==> config.mk <==
export PLATFORM = sky130hd
export DESIGN_NAME = inorder_retire_buf
export DESIGN_NICKNAME = d
export VERILOG_FILES = /design/src/rtl/retire_buf_pkg.sv /design/src/rtl/retire_ptr_ctrl.sv /design/src/rtl/retire_slot_store.sv /design/src/rtl/inorder_retire_buf.sv
export SDC_FILE = /design/constraint.sdc
export NUM_CORES = 1
export LEC_CHECK = 0
export CORE_ASPECT_RATIO = 1.2
export CORE_MARGIN = 2
export CORE_UTILIZATION = 59
export CTS_CLUSTER_SIZE = 24
export DETAILED_ROUTE_END_ITERATION = 6
export PLACE_DENSITY = 0.8
export SETUP_SLACK_MARGIN = 0.5
export SLEW_MARGIN = 40
export SYNTH_ARGS = -nofsm -noshare
export SYNTH_HDL_FRONTEND = slang
export SYNTH_SLANG_ARGS = --single-unit
export TNS_END_PERCENT = 5
==> constraint.sdc <==
create_clock -name clk -period 3.4 [get_ports clk]
set_input_delay 0.85 -clock clk [delete_from_list [all_inputs] [get_ports clk]]
set_output_delay 0.85 -clock clk [all_outputs]
set_load 0.01 [all_outputs]
==> src/rtl/retire_buf_pkg.sv <==
package retire_buf_pkg;

    typedef enum logic [1:0] {
        OCC_HOLD = 2'b00,
        OCC_INC  = 2'b01,
        OCC_DEC  = 2'b10,
        OCC_SWAP = 2'b11
    } occ_op_e;

    function automatic occ_op_e occ_op(input logic take, input logic give);
        occ_op = occ_op_e'({give, take});
    endfunction

endpackage

==> src/rtl/retire_ptr_ctrl.sv <==
module retire_ptr_ctrl
    import retire_buf_pkg::*;
#(
    parameter int SLOTS = 8,
    localparam int IDX_W = $clog2(SLOTS),
    localparam int CNT_W = IDX_W + 1
) (
    input  logic             clk,
    input  logic             rst_n,
    input  logic             take_en,
    input  logic             give_en,
    output logic [IDX_W-1:0] in_idx,
    output logic [IDX_W-1:0] out_idx,
    output logic             full,
    output logic             empty
);

    typedef struct packed {
        logic [IDX_W-1:0] in_idx;
        logic [IDX_W-1:0] out_idx;
        logic [CNT_W-1:0] count;
    } ptr_state_t;

    ptr_state_t st_d, st_q;
    occ_op_e    op;

    always_comb begin
        st_d = st_q;
        op   = occ_op(take_en, give_en);
        if (take_en) begin
            st_d.in_idx = st_q.in_idx + 1'b1;
        end
        if (give_en) begin
            st_d.out_idx = st_q.out_idx + 1'b1;
        end
        case (op)
            OCC_INC:  st_d.count = st_q.count + 1'b1;
            OCC_DEC:  st_d.count = st_q.count - 1'b1;
            default:  st_d.count = st_q.count;
        endcase
    end

    always_ff @(posedge clk) begin
        if (!rst_n) begin
            st_q <= '0;
        end else begin
            st_q <= st_d;
        end
    end

    assign in_idx  = st_q.in_idx;
    assign out_idx = st_q.out_idx;
    assign full    = (st_q.count == CNT_W'(SLOTS));
    assign empty   = (st_q.count == '0);

endmodule

==> src/rtl/retire_slot_store.sv <==
module retire_slot_store #(
    parameter int SLOTS  = 8,
    parameter int DATA_W = 16,
    localparam int IDX_W = $clog2(SLOTS)
) (
    input  logic              clk,
    input  logic              rst_n,
    input  logic              clr_en,
    input  logic [IDX_W-1:0]  clr_idx,
    input  logic              set_en,
    input  logic [IDX_W-1:0]  set_idx,
    input  logic [DATA_W-1:0] set_data,
    input  logic [IDX_W-1:0]  head_idx,
    output logic              head_valid,
    output logic [DATA_W-1:0] head_data
);

    typedef struct packed {
        logic              vld;
        logic [DATA_W-1:0] dat;
    } slot_t;

    slot_t             slot_d [SLOTS];
    slot_t             slot_q [SLOTS];
    logic [SLOTS-1:0]  hit_clr;
    logic [SLOTS-1:0]  hit_set;

    for (genvar g = 0; g < SLOTS; g++) begin : g_slot_dec
        assign hit_clr[g] = clr_en && (clr_idx == IDX_W'(g));
        assign hit_set[g] = set_en && (set_idx == IDX_W'(g));
    end

    always_comb begin
        for (int i = 0; i < SLOTS; i++) begin
            slot_d[i] = slot_q[i];
            if (hit_clr[i]) begin
                slot_d[i].vld = 1'b0;
            end
            if (hit_set[i]) begin
                slot_d[i].vld = 1'b1;
                slot_d[i].dat = set_data;
            end
        end
    end

    always_ff @(posedge clk) begin
        if (!rst_n) begin
            for (int i = 0; i < SLOTS; i++) begin
                slot_q[i] <= '0;
            end
        end else begin
            for (int i = 0; i < SLOTS; i++) begin
                slot_q[i] <= slot_d[i];
            end
        end
    end

    assign head_valid = slot_q[head_idx].vld;
    assign head_data  = slot_q[head_idx].dat;

endmodule

==> src/rtl/inorder_retire_buf.sv <==
module inorder_retire_buf #(
    parameter int SLOTS  = 8,
    parameter int DATA_W = 16,
    localparam int IDX_W = $clog2(SLOTS)
) (
    input  logic              clk,
    input  logic              rst_n,
    input  logic              alloc_req,
    output logic              alloc_rdy,
    output logic [IDX_W-1:0]  alloc_tok,
    input  logic              wr_vld,
    input  logic [IDX_W-1:0]  wr_tok,
    input  logic [DATA_W-1:0] wr_data,
    output logic              rd_vld,
    input  logic              rd_rdy,
    output logic [DATA_W-1:0] rd_data
);

    logic             alloc_fire;
    logic             rd_fire;
    logic [IDX_W-1:0] in_idx;
    logic [IDX_W-1:0] out_idx;
    logic             ring_full;
    logic             ring_empty;
    logic             head_valid;

    retire_ptr_ctrl #(.SLOTS(SLOTS)) ptr_i (
        .clk     (clk),
        .rst_n   (rst_n),
        .take_en (alloc_fire),
        .give_en (rd_fire),
        .in_idx  (in_idx),
        .out_idx (out_idx),
        .full    (ring_full),
        .empty   (ring_empty)
    );

    retire_slot_store #(.SLOTS(SLOTS), .DATA_W(DATA_W)) store_i (
        .clk        (clk),
        .rst_n      (rst_n),
        .clr_en     (alloc_fire),
        .clr_idx    (in_idx),
        .set_en     (wr_vld),
        .set_idx    (wr_tok),
        .set_data   (wr_data),
        .head_idx   (out_idx),
        .head_valid (head_valid),
        .head_data  (rd_data)
    );

    assign alloc_rdy  = !ring_full;
    assign alloc_tok  = in_idx;
    assign alloc_fire = alloc_req && alloc_rdy;
    assign rd_vld     = !ring_empty && head_valid;
    assign rd_fire    = rd_vld && rd_rdy;

endmodule

==> results of run 1 <==
-- synth_stat cells, types with 2 or more instances --
library cell / instances / area, um^2
edfxtp_1: 136 / 4080
and2_1: 128 / 801
mux4_2: 32 / 721
mux2_2: 17 / 191
nor2_1: 14 / 52.6
dfxtp_1: 13 / 260
o21ai_0: 11 / 55.1
ha_1: 10 / 125
nand2_1: 10 / 37.5
buf_4: 7 / 52.6
clkbuf_1: 7 / 26.3
a21o_1: 5 / 37.5
inv_1: 5 / 18.8
mux2i_1: 5 / 50.1
a21oi_1: 4 / 20.0
a31o_1: 4 / 35.0
buf_1: 4 / 15.0
buf_2: 4 / 20.0
mux2_1: 3 / 33.8
xor2_1: 3 / 26.3
nand2b_1: 2 / 12.5
nand3_1: 2 / 10.0
nand3b_1: 2 / 15.0
nor3b_2: 2 / 25.0
nor4_1: 2 / 12.5
-- routing by layer --
metal,share of wire [%],up-vias,GRT usage (%)
met5,0,-,0
li1,-,1833,-
met3,7.1,23,5.75
met1,37,1974,32.3
met2,54,153,45.1
met4,2.1,0,10.5
-- cells by family (layout without fill, tap and decap cells) --
group,after synthesis,after routing
AOI/OAI and AO/OA,27,27
xor gates and xnor gates,4,4
adders and majority gates,10,10
buffers and inverters,29,120
DFF,149,149
muxes,57,57
and+or+nand+nor,174,174
-- worst max path at each step --
stage               slack [ns]               endpoint  cells after the start      start
floorplan                 0.44  store_i.slot_q[0][16]                      3  wr_tok[0]
global placement          0.39          ptr_i.st_q[2]                     10     rd_rdy
detailed placement        0.25          ptr_i.st_q[2]                     10     rd_rdy
CTS                       0.45             rd_data[7]                      5  flip-flop
global route              0.39          ptr_i.st_q[2]                     13  flip-flop
finish                    0.46             rd_data[7]                      5  flip-flop
-- sequential cells by signal, summed over array words and instances, names as in the netlist, named ones only --
name            count
store_i.slot_q    136
ptr_i.out_idx       3
ptr_i.in_idx        3
ptr_i.st_q          4
-- cell type report --
cell class | count | area share, %
clock buffers | 17 | 4.98
clock inverters | 14 | 2.73
inverters | 6 | 0.322
multi-input cells | 272 | 28.9
flip-flops and latches | 149 | 50.9
well taps | 157 | 2.30
repair buffers | 83 | 9.86
-- worst reg2reg max path: stages, from the launching register on --
cell	delay (ns)
dfxtp_4	0.37
buf_6	0.13
bufbuf_16	0.26
mux2_2	0.24
nor3b_4	0.05
buf_4	0.15
nor4_4	0.30
ha_2	0.39
or4b_1	0.56
a31o_1	0.20
a21oi_1	0.13
-- what timing repair did --
action / CTS / global route
resized for setup: 72 / 8
pin swaps: 3 / 1
buffers inserted: 10 / 0
cloned: 5 / 0
setup endpoints to repair: 17 / 19
-- power groups by stage --
stage | logic, mW | clock network [mW] | registers [mW]
2_1_floorplan | 0.247 | 0 | 2.19
3_3_place_gp | 0.397 | 0 | 2.19
3_5_place_dp | 0.408 | 0 | 2.20
4_1_cts | 0.455 | 2.08 | 2.17
5_1_grt | 0.492 | 2.15 | 2.18
6_report | 0.456 | 2.07 | 2.17
==> metrics.md, run 1 <==
| Metric | Value |
|---|---|
| Compound-Gate Fraction of Synth Area | `2.68%` |
| Vias in the first global route | `4322` |
| Initial antenna violation count | `0` |
| Adder-cell share of the synthesized area | `1.81%` |
| Slowest CP cell | `mux4_2` |
| Clock Latency Late Sink | `0.41 ns` |
| RSZ-0062 raised after global routing | `true` |
| Final wirelength | `14900 um` |
| Die width | `103 um` |
| Status | `complete, no violations` |
| Power density cells | `549 nW/um^2` |
| DRC | `0` |
| Worst-path clk slew | `0.05 ns` |
| Hold violation total from the final report | `0` |
| HPWL Detailed | `8580 um` |
| Flops & latches, synth | `149` |
| CP Class | `reg -> out` |
| Total power | `4.69 mW` |
| Leak | `3.09 nW` |
| Hold_sp | `ptr_i.out_idx[2]` |
| Crit-path max cell delay | `0.50 ns` |
| CP Buf/Inv Count | `3` |
| Core area | `11500 um^2` |
| Area of the die | `12600 um^2` |
| Final setup vio count | `0` |
| Avg Inst Size Synth | `15.4 um^2` |
| Layout cells sized above 1 | `26.8%` |
| Main combinational cell family by area after synthesis | `simple AND/OR/NAND/NOR gates` |
| Int Pwr | `3.73 mW` |
| Vias per cell | `5.71` |
| Logic pwr share | `9.7%` |
| CP top delay family | `multiplexers` |
| Net Count, Synth | `484` |
| Layout Cells excl Fill | `698` |
| Arr. time, crit path | `2.09 ns` |
| Most frequent cells in the layout | `edfxtp_1 (136), and2_1 (128), mux4_2 (32), buf_4 (28), clkdlybuf4s50_1 (27)` |
| H-tree Lvls | `4` |
| CP max FO | `4` |
| RePlAce Congestion | `0.805` |
| Max Cap Violations | `0` |
| Commonest non-fill, non-tap cell in the layout | `edfxtp_1` |
| Sequential-to-total area share from yosys stat | `62.8%` |
| Hold WS | `0.472 ns` |
| Chip height | `123 um` |
| Synth cell types | `43` |
| Initial Util | `60.0%` |
| VDD IR max | `387 uV` |
| Crit path capture type | `primary output` |
| Fmax | `0.340 GHz` |
| Synth Area in Simple Gates | `15.5%` |
| Ys flop type | `edfxtp_1` |
| Worst hold path type | `reg -> reg` |
| Dpl ws | `0.245 ns` |
| Clk sinks | `149` |
| Worst Tran Pin Value | `0.528 ns` |
| CTS Root Cell | `clkbuf_16` |
| Reg2reg end | `ptr_i.st_q[3]` |
| Placed Area | `7620 um^2` |
| # hold bufs at CTS | `0` |
| Clock Power Share | `44.1%` |
| Reg2reg setup slack | `0.55 ns` |
| Global-route wire length before repair | `23400 um` |
| Number of synthesized flops with an enable pin | `136` |
| Filler Cell Count | `719` |
| Routed length per instance | `21.4 um` |
| Aggregate global routing overflow | `0` |
| Period Utilization, post-route | `86.4%` |
| Post-DRT Antenna Nets | `0` |
| Final Critical Period | `2.94 ns` |
| Setup TNS | `0 ns` |
| Crit-path cells | `buf_6, bufbuf_16, mux4_2, mux2_4, buf_6` |
| Mux cell area share after synthesis | `14.4%` |
| Max clock buf depth | `2` |
| CP required | `2.55 ns` |
| Design area | `8540 um^2` |
| Area of the multi-input gates | `2460 um^2` |
| Fin worst setup slack | `0.461 ns` |
| Net Sw Frac | `20.5%` |
| P&R area growth vs syn | `23.5%` |
| Nets@finish | `563` |
| 1st-iter DRT viols | `312` |
| GRT Overall Usage | `26.2%` |
| Worst path most repeated cell | `buf_6` |
| Ys Warns | `0` |
| Seq pwr share | `46.2%` |
| Drt first pass iters | `4` |
| Final setup skew | `0.00504 ns` |
| Post-layout util | `74.2%` |
| Post-synthesis xor/xnor area fraction | `0.507%` |
| Placed Cells | `652` |
| Cells after Synth | `450` |
| Post-Syn Area | `6910 um^2` |
| Port Buffer Count | `44` |
| Async SR Flop Fraction | `0%` |
| # IOs | `45` |
| CTS Buf Count | `17` |
| Register area | `4350 um^2` |
| Diode count | `0` |
| Vias | `3983` |
| Pin count of the biggest net entering global routing | `20` |
| Count of pins over their slew limit | `0` |
| Register-to-Register Path Depth | `10` |
| Row cnt | `43` |
| TritonCTS clock tree | `done` |
| Rel. slew slack | `64.7%` |
| Hold depth | `2` |
| Startpoint types | `flip-flop` |
| Psw | `960 uW` |
Power figures use the tool's default switching activity.
==> inputs of run 2 (changes only) <==
- CORE_UTILIZATION: 59 -> 44
- PLACE_DENSITY: 0.8 -> unset
- SLEW_MARGIN: 40 -> 25
==> run 2 against run 1 <==
Net effect:
- critical path depth grew 1
- flip-flop and latch count is the same
- fmax shrank 0.20%
- design area shrank 0.34%
- routed wire length grew 4.0%
- first-iteration DRC count shrank 30%
- count of clock-buffer cells in the layout grew 2
- largest power group unchanged
- highest routed layer unchanged
==> metrics.md, run 2 (synthesis gave the netlist of run 1 again) <==
| Metric | Value |
|---|---|
| Port Buffer Count | `44 (unchanged)` |
| Final setup skew | `0.00171 ns (-0.00333 ns)` |
| CTS Root Cell | `clkbuf_16` |
| Global-route wire length before repair | `24300 um (+3.8%)` |
| Pin count of the biggest net entering global routing | `27 (+35%)` |
| Total power | `4.56 mW (-2.7%)` |
| Crit-path max cell delay | `0.45 ns (-0.05 ns)` |
| Largest registers | `store_i.slot_q: 136 flops, ptr_i.st_q: 4 flops` |
| Hold violation total from the final report | `0 (unchanged)` |
| Vias in the first global route | `4289 (-0.76%)` |
| Chip height | `141 um (+15%)` |
| Layout cells sized above 1 | `28.9% (+2.1 points)` |
| H-tree Lvls | `4 (unchanged)` |
| Initial antenna violation count | `0 (unchanged)` |
| Hold depth | `2 (unchanged)` |
| Worst-path clk slew | `0.06 ns (about the same)` |
| Vias per cell | `5.18 (-9.1%)` |
| Dpl ws | `0.237 ns (-0.00834 ns)` |
| Arr. time, crit path | `2.10 ns (about the same)` |
| Die width | `118 um (+15%)` |
| Power density cells | `536 nW/um^2 (-2.4%)` |
| Filler Cell Count | `1322 (+84%)` |
| Max Cap Violations | `0 (unchanged)` |
| # hold bufs at CTS | `0 (unchanged)` |
| Startpoint types | `flip-flop` |
| Max clock buf depth | `2 (unchanged)` |
| CP Buf/Inv Count | `3 (unchanged)` |
| Routed length per instance | `20.6 um (-3.7%)` |
| CP Class | `reg -> out` |
| Fmax | `0.340 GHz (-0.20%)` |
| Rel. slew slack | `50.1% (-15 points)` |
| DRC | `0 (unchanged)` |
| RSZ-0062 raised after global routing | `true` |
| Aggregate global routing overflow | `0 (unchanged)` |
| Crit path capture type | `primary output` |
| CP max FO | `6 (+2)` |
| Core area | `15500 um^2 (+35%)` |
| Commonest non-fill, non-tap cell in the layout | `edfxtp_1` |
| Slowest CP cell | `dfxtp_4` |
| Count of pins over their slew limit | `0 (unchanged)` |
| 1st-iter DRT viols | `218 (-30%)` |
| RePlAce Congestion | `0.740 (-8.1%)` |
| TritonCTS clock tree | `done` |
| Final setup vio count | `0 (unchanged)` |
| CP top delay family | `buffers and inverters` |
| Worst path depth | `6 (+1)` |
| Register-to-Register Path Depth | `10 (unchanged)` |
| Drt first pass iters | `4 (unchanged)` |
| Row cnt | `50 (+16%)` |
| VDD IR max | `341 uV (-12%)` |
| Setup TNS | `0 ns (unchanged)` |
| Final Critical Period | `2.95 ns (+0.00582 ns)` |
| P&R area growth vs syn | `23.1%` |
| # IOs | `45 (unchanged)` |
| Leak | `3.06 nW (-0.99%)` |
| Top reg by flops | `store_i.slot_q` |
| CTS Buf Count | `17 (unchanged)` |
| Worst Tran Pin Value | `0.746 ns (+0.218 ns)` |
| Area of the die | `16700 um^2 (+33%)` |
| Most frequent cells in the layout | `edfxtp_1 (136), and2_1 (128), buf_4 (33), mux4_2 (32), clkdlybuf4s50_1 (27)` |
| CP required | `2.55 ns (about the same)` |
| Crit-path cells | `buf_16, buf_4, mux2_2, nor3b_4, nor4_2, dlygate4sd2_1` |
| Clock Latency Late Sink | `0.42 ns (about the same)` |
| Period Utilization, post-route | `86.6% (+0.17 points)` |
| Worst hold path type | `reg -> reg` |
| Initial Util | `44.6% (-15 points)` |
| Fin worst setup slack | `0.455 ns (-0.00582 ns)` |
| HPWL Detailed | `9210 um (+7.3%)` |
| Status | `complete, no violations` |
| Vias | `3909 (-1.9%)` |
| Nets@finish | `567 (+0.71%)` |
| Max reg flops | `136 (unchanged)` |
| Post-DRT Antenna Nets | `0 (unchanged)` |
| Final wirelength | `15500 um (+4.0%)` |
| Clk sinks | `149 (unchanged)` |
| GRT Overall Usage | `19.9% (-6.4 points)` |
| Diode count | `0 (unchanged)` |
run 2: worst paths after layout:
kind,from,to,slack [ns]
setup reg to reg,flip-flop,ptr_i.st_q[3],0.57
setup / recovery,flip-flop,rd_vld,0.45
hold / removal,ptr_i.st_q[3],ptr_i.st_q[3],0.50
hold reg to reg,ptr_i.st_q[3],ptr_i.st_q[3],0.50
run 2: tightest hold or removal path, stage by stage (launching register included):
cell     delay [ns]
dfxtp_1        0.33
nand4_1        0.07
a21oi_1        0.05
run 2: power breakdown:
group | leakage (nW) | internal (mW) | total, mW | switching [mW]
Clock | 0.287 | 1.22 | 1.96 | 0.732
Sequential | 1.43 | 2.12 | 2.17 | 0.0473
Combinational | 1.35 | 0.226 | 0.440 | 0.214
Total | 3.06 | 3.57 | 4.56 | 0.993
run 2: through the flow:
step                      instance area [um^2]  instances  hold slack, ns  utilization (%)
after floorplan                           6910        450           0.445                -
after global placement                    7720        704           0.459             49.8
after detailed placement                  7720        704           0.494             49.8
after CTS                                 8540        752           0.503             55.0
after global routing                      8510        754           0.526             54.8
final                                     8510        754           0.498             54.8
run 2: timing repair:
item,CTS,global route
setup buffers,13,2
resized for setup,39,24
cloned,3,0
setup endpoints to repair,19,18
pin swaps,2,1
run 2: final cells by class:
class | count | area, um^2 | area share [%]
multi-input combinational | 272 | 2470 | 29.0
inverter | 6 | 27.5 | 0.323
timing repair buffer | 87 | 791 | 9.29
clock inverter | 13 | 181 | 2.13
tap | 208 | 260 | 3.06
clock buffer | 19 | 433 | 5.09
sequential | 149 | 4350 | 51.1
run 2: routing by layer:
layer / global-route usage (%) / part of all wire, % / vias up
met3: 3.90 / 4.0 / 19
met2: 36.1 / 54 / 84
met1: 23.6 / 40 / 1968
met4: 6.89 / 1.6 / 0
met5: 0 / 0 / -
li1: - / - / 1838
